===== src/rtl/gpio_rf_pkg.sv =====
package gpio_rf_pkg;
  localparam int unsigned WORD_W         = 32;
  localparam int unsigned WORD_BYTES     = WORD_W / 8;
  localparam int unsigned WORDS_PER_BANK = 5;

  typedef enum logic [2:0] {
    WK_DIR = 3'd0,
    WK_OUT = 3'd1,
    WK_SET = 3'd2,
    WK_CLR = 3'd3,
    WK_IN  = 3'd4
  } word_kind_e;
endpackage


===== src/rtl/gpio_rf_decode.sv =====
module gpio_rf_decode
  import gpio_rf_pkg::*;
#(
  parameter int unsigned ADDR_W      = 8,
  parameter int unsigned NUM_BANKS   = 5,
  parameter int unsigned BANK_BASE   = 16,
  parameter int unsigned BANK_STRIDE = 40,
  parameter int unsigned BIDX_W      = 3
) (
  input  logic [ADDR_W-1:0] addr,
  output logic              hit,
  output logic [BIDX_W-1:0] bank_idx,
  output word_kind_e        kind
);
  localparam int unsigned SPAN = BANK_STRIDE * NUM_BANKS;
  localparam int unsigned USED = WORDS_PER_BANK * WORD_BYTES;

  logic [31:0] abs_a, rel_a, bsel, woff;

  always_comb begin
    abs_a    = 32'(addr);
    rel_a    = abs_a - 32'(BANK_BASE);
    bsel     = rel_a / 32'(BANK_STRIDE);
    woff     = rel_a - bsel * 32'(BANK_STRIDE);
    hit      = (abs_a >= 32'(BANK_BASE)) && (rel_a < 32'(SPAN)) &&
               (woff < 32'(USED)) && (woff[1:0] == 2'b00);
    bank_idx = BIDX_W'(bsel);
    kind     = word_kind_e'(3'(woff >> 2));
  end
endmodule


===== src/rtl/gpio_rf_bank.sv =====
module gpio_rf_bank #(
  parameter int unsigned W = 32
) (
  input  logic         clk,
  input  logic         rst_n,
  input  logic         dir_we,
  input  logic         out_we,
  input  logic [W-1:0] wdata,
  input  logic [W-1:0] set_mask,
  input  logic [W-1:0] clr_mask,
  output logic [W-1:0] dir_q,
  output logic [W-1:0] out_q
);
  always_ff @(posedge clk) begin
    if (!rst_n) begin
      dir_q <= '1;
      out_q <= '0;
    end else begin
      if (dir_we) dir_q <= wdata;
      if (out_we) out_q <= wdata;
      else        out_q <= (out_q & ~clr_mask) | set_mask;
    end
  end

  p_set_sticks_r5: assert property (@(posedge clk) disable iff (!rst_n)
    !out_we |=> ((out_q & $past(set_mask)) == $past(set_mask)));

  p_clear_drops_r6: assert property (@(posedge clk) disable iff (!rst_n)
    !out_we |=> ((out_q & $past(clr_mask & ~set_mask)) == '0));

  p_latch_hold_r4: assert property (@(posedge clk) disable iff (!rst_n)
    (!out_we && set_mask == '0 && clr_mask == '0) |=> $stable(out_q));

  p_dir_hold_r3: assert property (@(posedge clk) disable iff (!rst_n)
    !dir_we |=> $stable(dir_q));
endmodule


===== src/rtl/gpio_in_sync.sv =====
module gpio_in_sync #(
  parameter int unsigned W = 32
) (
  input  logic         clk,
  input  logic         rst_n,
  input  logic [W-1:0] pad_i,
  output logic [W-1:0] sync_o
);
  logic [W-1:0] stage1;
  logic [1:0]   warm;

  always_ff @(posedge clk) begin
    if (!rst_n) begin
      stage1 <= '0;
      sync_o <= '0;
      warm   <= '0;
    end else begin
      stage1 <= pad_i;
      sync_o <= stage1;
      if (warm != 2'd2) warm <= warm + 2'd1;
    end
  end

  p_two_stage_r7: assert property (@(posedge clk) disable iff (!rst_n)
    (warm == 2'd2) |-> (sync_o == $past(pad_i, 2)));
endmodule


===== src/rtl/gpio_bank_regfile.sv =====
module gpio_bank_regfile
  import gpio_rf_pkg::*;
#(
  parameter int unsigned NUM_BANKS   = 5,
  parameter int unsigned ADDR_W      = 8,
  parameter int unsigned BANK_BASE   = 16,
  parameter int unsigned BANK_STRIDE = 40,
  localparam int unsigned NP         = NUM_BANKS * WORD_W
) (
  input  logic              clk,
  input  logic              rst_n,
  input  logic [ADDR_W-1:0] bus_addr,
  input  logic              bus_we,
  input  logic [WORD_W-1:0] bus_wdata,
  output logic [WORD_W-1:0] bus_rdata,
  input  logic [NP-1:0]     pad_in,
  output logic [NP-1:0]     pad_oe,
  output logic [NP-1:0]     pad_out
);
  localparam int unsigned BIDX_W = (NUM_BANKS > 1) ? $clog2(NUM_BANKS) : 1;

  logic              hit;
  logic [BIDX_W-1:0] bank_idx;
  word_kind_e        kind;

  logic [WORD_W-1:0] dir_arr [NUM_BANKS];
  logic [WORD_W-1:0] out_arr [NUM_BANKS];
  logic [WORD_W-1:0] in_arr  [NUM_BANKS];
  logic [NUM_BANKS-1:0] bank_touch;

  gpio_rf_decode #(
    .ADDR_W(ADDR_W), .NUM_BANKS(NUM_BANKS), .BANK_BASE(BANK_BASE),
    .BANK_STRIDE(BANK_STRIDE), .BIDX_W(BIDX_W)
  ) u_dec (
    .addr(bus_addr), .hit(hit), .bank_idx(bank_idx), .kind(kind)
  );

  for (genvar b = 0; b < NUM_BANKS; b++) begin : g_bank
    logic              sel;
    logic              dir_we, out_we;
    logic [WORD_W-1:0] set_m, clr_m;

    assign sel    = bus_we && hit && (bank_idx == BIDX_W'(b));
    assign dir_we = sel && (kind == WK_DIR);
    assign out_we = sel && (kind == WK_OUT);
    assign set_m  = (sel && kind == WK_SET) ? bus_wdata : '0;
    assign clr_m  = (sel && kind == WK_CLR) ? bus_wdata : '0;
    assign bank_touch[b] = dir_we | out_we | (set_m != '0) | (clr_m != '0);

    gpio_rf_bank #(.W(WORD_W)) u_bank (
      .clk(clk), .rst_n(rst_n), .dir_we(dir_we), .out_we(out_we),
      .wdata(bus_wdata), .set_mask(set_m), .clr_mask(clr_m),
      .dir_q(dir_arr[b]), .out_q(out_arr[b])
    );

    gpio_in_sync #(.W(WORD_W)) u_sync (
      .clk(clk), .rst_n(rst_n),
      .pad_i(pad_in[b*WORD_W +: WORD_W]), .sync_o(in_arr[b])
    );

    assign pad_oe[b*WORD_W +: WORD_W]  = ~dir_arr[b];
    assign pad_out[b*WORD_W +: WORD_W] = out_arr[b];
  end

  always_comb begin
    bus_rdata = '0;
    for (int b = 0; b < NUM_BANKS; b++) begin
      if (hit && bank_idx == BIDX_W'(b)) begin
        case (kind)
          WK_DIR:  bus_rdata = dir_arr[b];
          WK_OUT:  bus_rdata = out_arr[b];
          WK_IN:   bus_rdata = in_arr[b];
          default: bus_rdata = '0;
        endcase
      end
    end
  end

  p_single_bank_r2: assert property (@(posedge clk) disable iff (!rst_n)
    $onehot0(bank_touch));

  p_reset_inputs_r1: assert property (@(posedge clk) disable iff (!rst_n)
    $rose(rst_n) |-> (pad_oe == '0 && pad_out == '0));

  p_no_decode_no_write_r8: assert property (@(posedge clk) disable iff (!rst_n)
    !hit |=> ($stable(pad_oe) && $stable(pad_out)));
endmodule


===== config.mk =====
export PLATFORM = sky130hd
export DESIGN_NAME = gpio_bank_regfile
export DESIGN_NICKNAME = d
export VERILOG_FILES = /design/src/rtl/gpio_rf_pkg.sv /design/src/rtl/gpio_rf_decode.sv /design/src/rtl/gpio_rf_bank.sv /design/src/rtl/gpio_in_sync.sv /design/src/rtl/gpio_bank_regfile.sv
export SDC_FILE = /design/constraint.sdc
export NUM_CORES = 1
export LEC_CHECK = 0
export ABC_AREA = 1
export CORE_MARGIN = 2
export CORE_UTILIZATION = 58
export DETAILED_ROUTE_END_ITERATION = 6
export HOLD_SLACK_MARGIN = 0.08
export PLACE_DENSITY_LB_ADDON = 0.15
export SYNTH_ARGS = -nofsm -noshare
export SYNTH_HDL_FRONTEND = slang
export SYNTH_SLANG_ARGS = --single-unit

===== constraint.sdc =====
create_clock -name clk -period 17.08 [get_ports clk]
set_input_delay 3.416 -clock clk [delete_from_list [all_inputs] [get_ports clk]]
set_output_delay 3.416 -clock clk [all_outputs]
set_load 0.1 [all_outputs]

# Word level (Yosys, flattened, before mapping)
# Index checks and enable logic that the tools add are counted.
[classes]
mul = 1
n_bitwise = 20
div = 1
reduce_logical = 37
eq_ne = 8
magnitude_cmp = 3
n_mux = 25
n_addsub = 2
[op_table]
columns = ["cell", "count"]
rows = [
  ["32-bit two-way mux", 20],
  ["32-bit case mux with 3 select lines", 5],
  ["32-bit NOT", 10],
  ["32-bit AND", 5],
  ["32-bit OR", 5],
  ["1-bit logical AND", 34],
  ["32-bit by 6-bit divider with 32-bit output, second input constant", 1],
  ["32-bit by 5-bit less-than comparator with 1-bit output, second input constant", 1],
  ["32-bit by 8-bit less-than comparator with 1-bit output, second input constant", 1],
  ["32-bit by 3-bit multiplier with 29-bit output, second input constant", 1],
  ["32-bit subtractor", 1],
  ["3-bit by 2-bit equality test with 1-bit output, second input constant", 4],
  ["8-bit by 5-bit subtractor with 9-bit output, second input constant", 1],
  ["8-bit by 5-bit >= comparator with 1-bit output, second input constant", 1],
  ["3-bit by 1-bit equality test with 1-bit output, second input constant", 2],
  ["3-bit equality test, second input constant", 2],
  ["3-bit logical NOT", 2],
  ["2-bit logical NOT", 1],
]
[totals]
regBits = 640
in_bits = 203
out_inout_bits = 352

# Logic depth before layout (Yosys ltp)
[depth]
depth_word = 15
mapped_depth = 56
ltp_nobuf = 53

# Hierarchy
# Synthesis repeated with hierarchy kept, for this count alone.
[unflattened]
hier_cells = 5503
hier_area_um2 = 34272.9
[modules_own_cells]
columns = ["module", "n_inst", "cells_per_inst", "area_each_um2"]
rows = [
  ["gpio_rf_bank", 5, 471, 2951.6],
  ["gpio_in_sync", 5, 199, 1840.5],
  ["gpio_bank_regfile", 1, 1570, 6785.3],
  ["gpio_rf_decode", 1, 583, 3527.1],
]

# Worst setup path before layout
# No wires, ideal clock.
[synth_timing]
kind = "in2out"
startpoint = "in bus_addr[4]"
endpoint = "out bus_rdata[10]"
arrival_time_ps = 10604
stages = 45
required_ps = 13664
n_path_buf = 2
slack_ps = 3060
cell_sequence = "inv_1 > ha_1 > nand2_1 > o31ai_2 > nand2_1 > nand2_1 > nor2_1 > a21oi_2 > nand2_1 > nand2_1 > nand2_1 > o21ai_1 > o21ai_1 > nand2_4 > clkbuf_1 > ha_1 > ha_1 > inv_1 > [9 not listed] > o21ai_0 > xnor2_1 > ha_1 > nand2_1 > nor2_1 > a211oi_1 > o221ai_1 > xor2_1 > nor2_1 > inv_1 > nor3_2 > nand2_1 > inv_1 > buf_1 > o211ai_1 > nand2_1 > nand2_1 > nand2_1"
[synth_between]
elab_chain_len = 13
[synth_rtl]
columns = ["item", "line_no", "source"]
rows = [
  ["start: declaration", "gpio_bank_regfile.sv:12", "input logic [ADDR_W-1:0] bus_addr,"],
  ["8-bit by 5-bit subtractor with 9-bit output", "gpio_rf_decode.sv:22", "rel_a = abs_a - 32'(BANK_BASE);"],
  ["32-bit by 6-bit divider with 32-bit output", "gpio_rf_decode.sv:23", "bsel = rel_a / 32'(BANK_STRIDE);"],
  ["32-bit by 3-bit multiplier with 29-bit output", "gpio_rf_decode.sv:24", "woff = rel_a - bsel * 32'(BANK_STRIDE);"],
  ["32-bit subtractor", "gpio_rf_decode.sv:24", ""],
  ["32-bit by 5-bit less-than comparator with 1-bit output", "gpio_rf_decode.sv:26", "(woff < 32'(USED)) && (woff[1:0] == 2'b00);"],
  ["1-bit logical AND", "gpio_rf_decode.sv:25", "hit = (abs_a >= 32'(BANK_BASE)) && (rel_a < 32'(SPAN)) &&"],
  ["1-bit logical AND", "gpio_rf_decode.sv:26", ""],
  ["1-bit logical AND", "gpio_bank_regfile.sv:68", "if (hit && bank_idx == BIDX_W'(b)) begin"],
  ["32-bit two-way mux (4 in series)", "gpio_bank_regfile.sv:68", ""],
  ["32-bit two-way mux *", "gpio_bank_regfile.sv:68", ""],
  ["end: declaration", "gpio_bank_regfile.sv:15", "output logic [WORD_W-1:0] bus_rdata,"],
]
# Every way passes the cells marked *; elsewhere a longest branch is shown, timed or not.

# Final worst setup path
[layout_timing]
startpoint = "in bus_addr[4]"
endpoint = "out bus_rdata[14]"
# Same word-level chain as after synthesis.

==> impl_metrics.yaml <==
status:
  status: "finished with violations"
  violations: "DRC"
worst_hold_path:
  hold_path.class: "reg2reg"
  min_from: "g_bank[2].u_sync.stage1[3]"
synth:
  ys_seq_elements: 640
  yosys_most_used_dff: "dfxtp_1"
  syn_avg_cell_area_um2: 6.66
  yosysSeqAreaShare: 0.400
  yosysUniqueCellTypes: 48
  synth-edff-count: 0
  synthArstFlopShare: 0
  ys_warn_count: 0
  syn_inst: 4812
  synth_area_um2: 32000
routing:
  via_per_inst: 5.76
  vias: 33900
  drcViolationCount: 1
  drtIter0Drc: 4279
  wl_um: 122000
  wl_per_cell_um: 20.8
  postRouteAntennaNets: 0
  drt_first_pass_iters: 7
global_route:
  grt_pass1_vias: 30800
  grt_pass1_wl_um: 182000
  grt_use_total: 0.416
  antenna_found_initial: 5
  grt_max_degree: 167
  grt_overflow: 0
setup_path:
  crit_type: "in2out"
  startpoint: "bus_addr[4]"
  critPathLaunchType: "primary input"
  end_kind: "output port"
  cpMostUsedCell: "nand2_1"
  cp_slowest_stage_delay_ns: 1.00
  reg2reg_from: "g_bank[4].u_bank.out_q[18]"
  cp_data_required_time_ns: 13.66
  slowest_stage: "nor2_4"
  critPathArrivalTime_ns: 12.76
  path_max_fanout: 32
cells_and_area:
  synthToLayoutAreaGrowth_pct: 25.2
  drive_above_1_share: 0.0424
  final_nets: 5423
  n_fill_cell: 4564
  mostFrequentLayoutCells: "nand2_1 (1956), dfxtp_1 (640), inv_1 (615), clkdlybuf4s50_1 (521), a21oi_1 (217)"
  final_common_cell: "nand2_1"
  final_util: 0.731
pwr:
  switching_share: 0.287
  p_per_area_nw_per_um2: 91.5
  seqPwrFrac: 0.419
  switching_power_mw: 1.05
  p_leak_nw: 21.5
  internal-power_mw: 2.62
  pwr-share-comb: 0.157
  pwr-share-clk: 0.424
  ir_drop_mv: 0.0767
die:
  die_h_um: 239
  dieArea_um2: 57100
  row_count: 86
  start_util: 0.584
  die_w_um: 239
  design.portCount: 555
  core_um2: 54900
sta:
  setup_tns_ns: 0
  finalCritPeriodShare: 0.947
  fmax_ghz: 0.0618
  clock_skew_ns: 0.0146
  final-setup-viol-count: 0
  finalHoldViolCount: 0
  drv_slew: 0
  max_slew_margin: 0.130
  period_needed_ns: 16.17
  worst_pin_slew_ns: 1.30
  rsz0062_at_grt: "no"
placement:
  dp_hpwl_um: 80600
  port_buffers: 554
  gp_congestion: 1.00
clock_tree:
  cts_max_path_buffers: 3
  cts_hold_buf: 0
  cts.clk_slew.worst_paths_ns: 0.06
  cts_tree: "built"
  ctsResizeCount: 0
  numCtsBuffers: 68
  htree_num_levels: 3
  clock-sinks: 640
  clk_latency_ns: 0.61
  post_cts_buffers: 0
  cts-root-buf: "clkbuf_16"
run:
  drv_cap: 0
sequential cells by signal, indices dropped and copies added, names as in the netlist:
name                  cells
g_bank.u_sync.stage1    160
g_bank.u_bank.out_q     160
g_bank.u_bank.dir_q     160
g_bank.u_sync.sync_o    160
through the flow:
stage / instances / setup WS (ns) / power, mW / hold slack (ns) / cell area [um^2]
finish: 5894 / 0.905 / 3.67 / 0.404 / 40100
global route: 5893 / 0.205 / 3.78 / 0.424 / 40100
CTS: 5890 / 1.09 / 3.65 / 0.405 / 40100
detailed placement: 5770 / 1.14 / 2.12 / 0.395 / 37800
global placement: 5770 / 1.37 / 2.12 / 0.392 / 37800
floorplan: 4835 / 3.06 / 1.93 / 0.390 / 32100
cell type report:
class	count	area, um^2	area share
diodes	4	10.0	0.000250
clock buffers	96	1990	0.0496
clock inverters	24	342	0.00852
inverters	627	2360	0.0588
multi-input cells	3215	15600	0.389
flip-flops and latches	640	12800	0.319
well taps	704	881	0.0220
repair buffers	584	6120	0.153
worst paths after layout:
path	to	slack [ns]	depth (start not counted)
setup / recovery	bus_rdata[14]	0.91	46
hold / removal	g_bank[2].u_sync.sync_o[3]	0.40	2
setup reg to reg	g_bank[4].u_bank.out_q[18]	16.19	4
hold reg to reg	g_bank[2].u_sync.sync_o[3]	0.40	2
layer usage:
metal	up-vias	track usage	routed length [um]
met5	-	0	0
met4	0	0.265	8530
met3	429	0.0960	15300
met2	2271	0.641	53300
met1	15400	0.526	45300
li1	15800	-	-
synth_stat cells, types with 2 or more instances:
| cell | instances | share of area |
|---|---|---|
| buf_4 | 9 | 0.0021 |
| inv_1 | 619 | 0.073 |
| nor2_1 | 205 | 0.024 |
| a22oi_1 | 149 | 0.035 |
| xor2_1 | 24 | 0.0066 |
| buf_2 | 80 | 0.012 |
| nand3_2 | 3 | 0.00094 |
| clkinv_1 | 2 | 0.00023 |
| buf_1 | 17 | 0.0020 |
| clkbuf_1 | 246 | 0.029 |
| inv_2 | 6 | 0.00070 |
| a211oi_1 | 2 | 0.00047 |
| nor2_2 | 4 | 0.00078 |
| nand4_1 | 209 | 0.041 |
| o211ai_1 | 196 | 0.046 |
| nand3_4 | 5 | 0.0027 |
| nor3_2 | 2 | 0.00062 |
| nor2b_1 | 2 | 0.00039 |
| and3_1 | 6 | 0.0012 |
| nor3_4 | 2 | 0.0010 |
| dfxtp_1 | 640 | 0.40 |
| o21bai_1 | 7 | 0.0016 |
| nand2_1 | 1957 | 0.23 |
| a21oi_1 | 217 | 0.034 |
| xnor2_1 | 8 | 0.0022 |
| a21oi_2 | 2 | 0.00055 |
| a221oi_1 | 4 | 0.0011 |
| nor4_1 | 3 | 0.00059 |
| o21a_1 | 4 | 0.00094 |
| o21ai_1 | 5 | 0.00078 |
| fa_1 | 2 | 0.0012 |
| nand3b_1 | 2 | 0.00047 |
| nand3_1 | 48 | 0.0075 |
| a21o_1 | 2 | 0.00047 |
| o21ai_0 | 21 | 0.0033 |
| or2_2 | 2 | 0.00039 |
| nor3_1 | 8 | 0.0012 |
| ha_1 | 82 | 0.032 |
worst max-delay path, delay by kind of cell:
family                     cells  cell delay, ns
and+or+nand+nor               21            3.97
AOI/OAI and AO/OA             13            2.69
adders and majority gates      5            1.21
buffers and inverters          5            1.12
xor gates and xnor gates       2            0.36
power by group through the flow:
stage / Combinational [mW] / Sequential [mW] / Clock, mW
after global placement: 0.552 / 1.57 / 0
after CTS: 0.556 / 1.54 / 1.56
after global routing: 0.620 / 1.54 / 1.62
after floorplan: 0.359 / 1.57 / 0
final: 0.577 / 1.54 / 1.55
after detailed placement: 0.553 / 1.57 / 0
logic make-up (layout without fill, tap and decap cells):
| group | Yosys count | count (layout) | synth area share |
|---|---|---|---|
| AO/OA/AOI/OAI | 614 | 614 | 0.125 |
| XOR/XNOR | 32 | 32 | 0.00875 |
| adder cells (fa/ha/maj) | 84 | 84 | 0.0333 |
| buffers and inverters | 980 | 1331 | 0.119 |
| flip-flops | 640 | 640 | 0.400 |
| other | 1 | 28 | 0.000117 |
| AND/OR/NAND/NOR | 2461 | 2461 | 0.313 |
No activity file was read; power rests on OpenSTA's default activity.
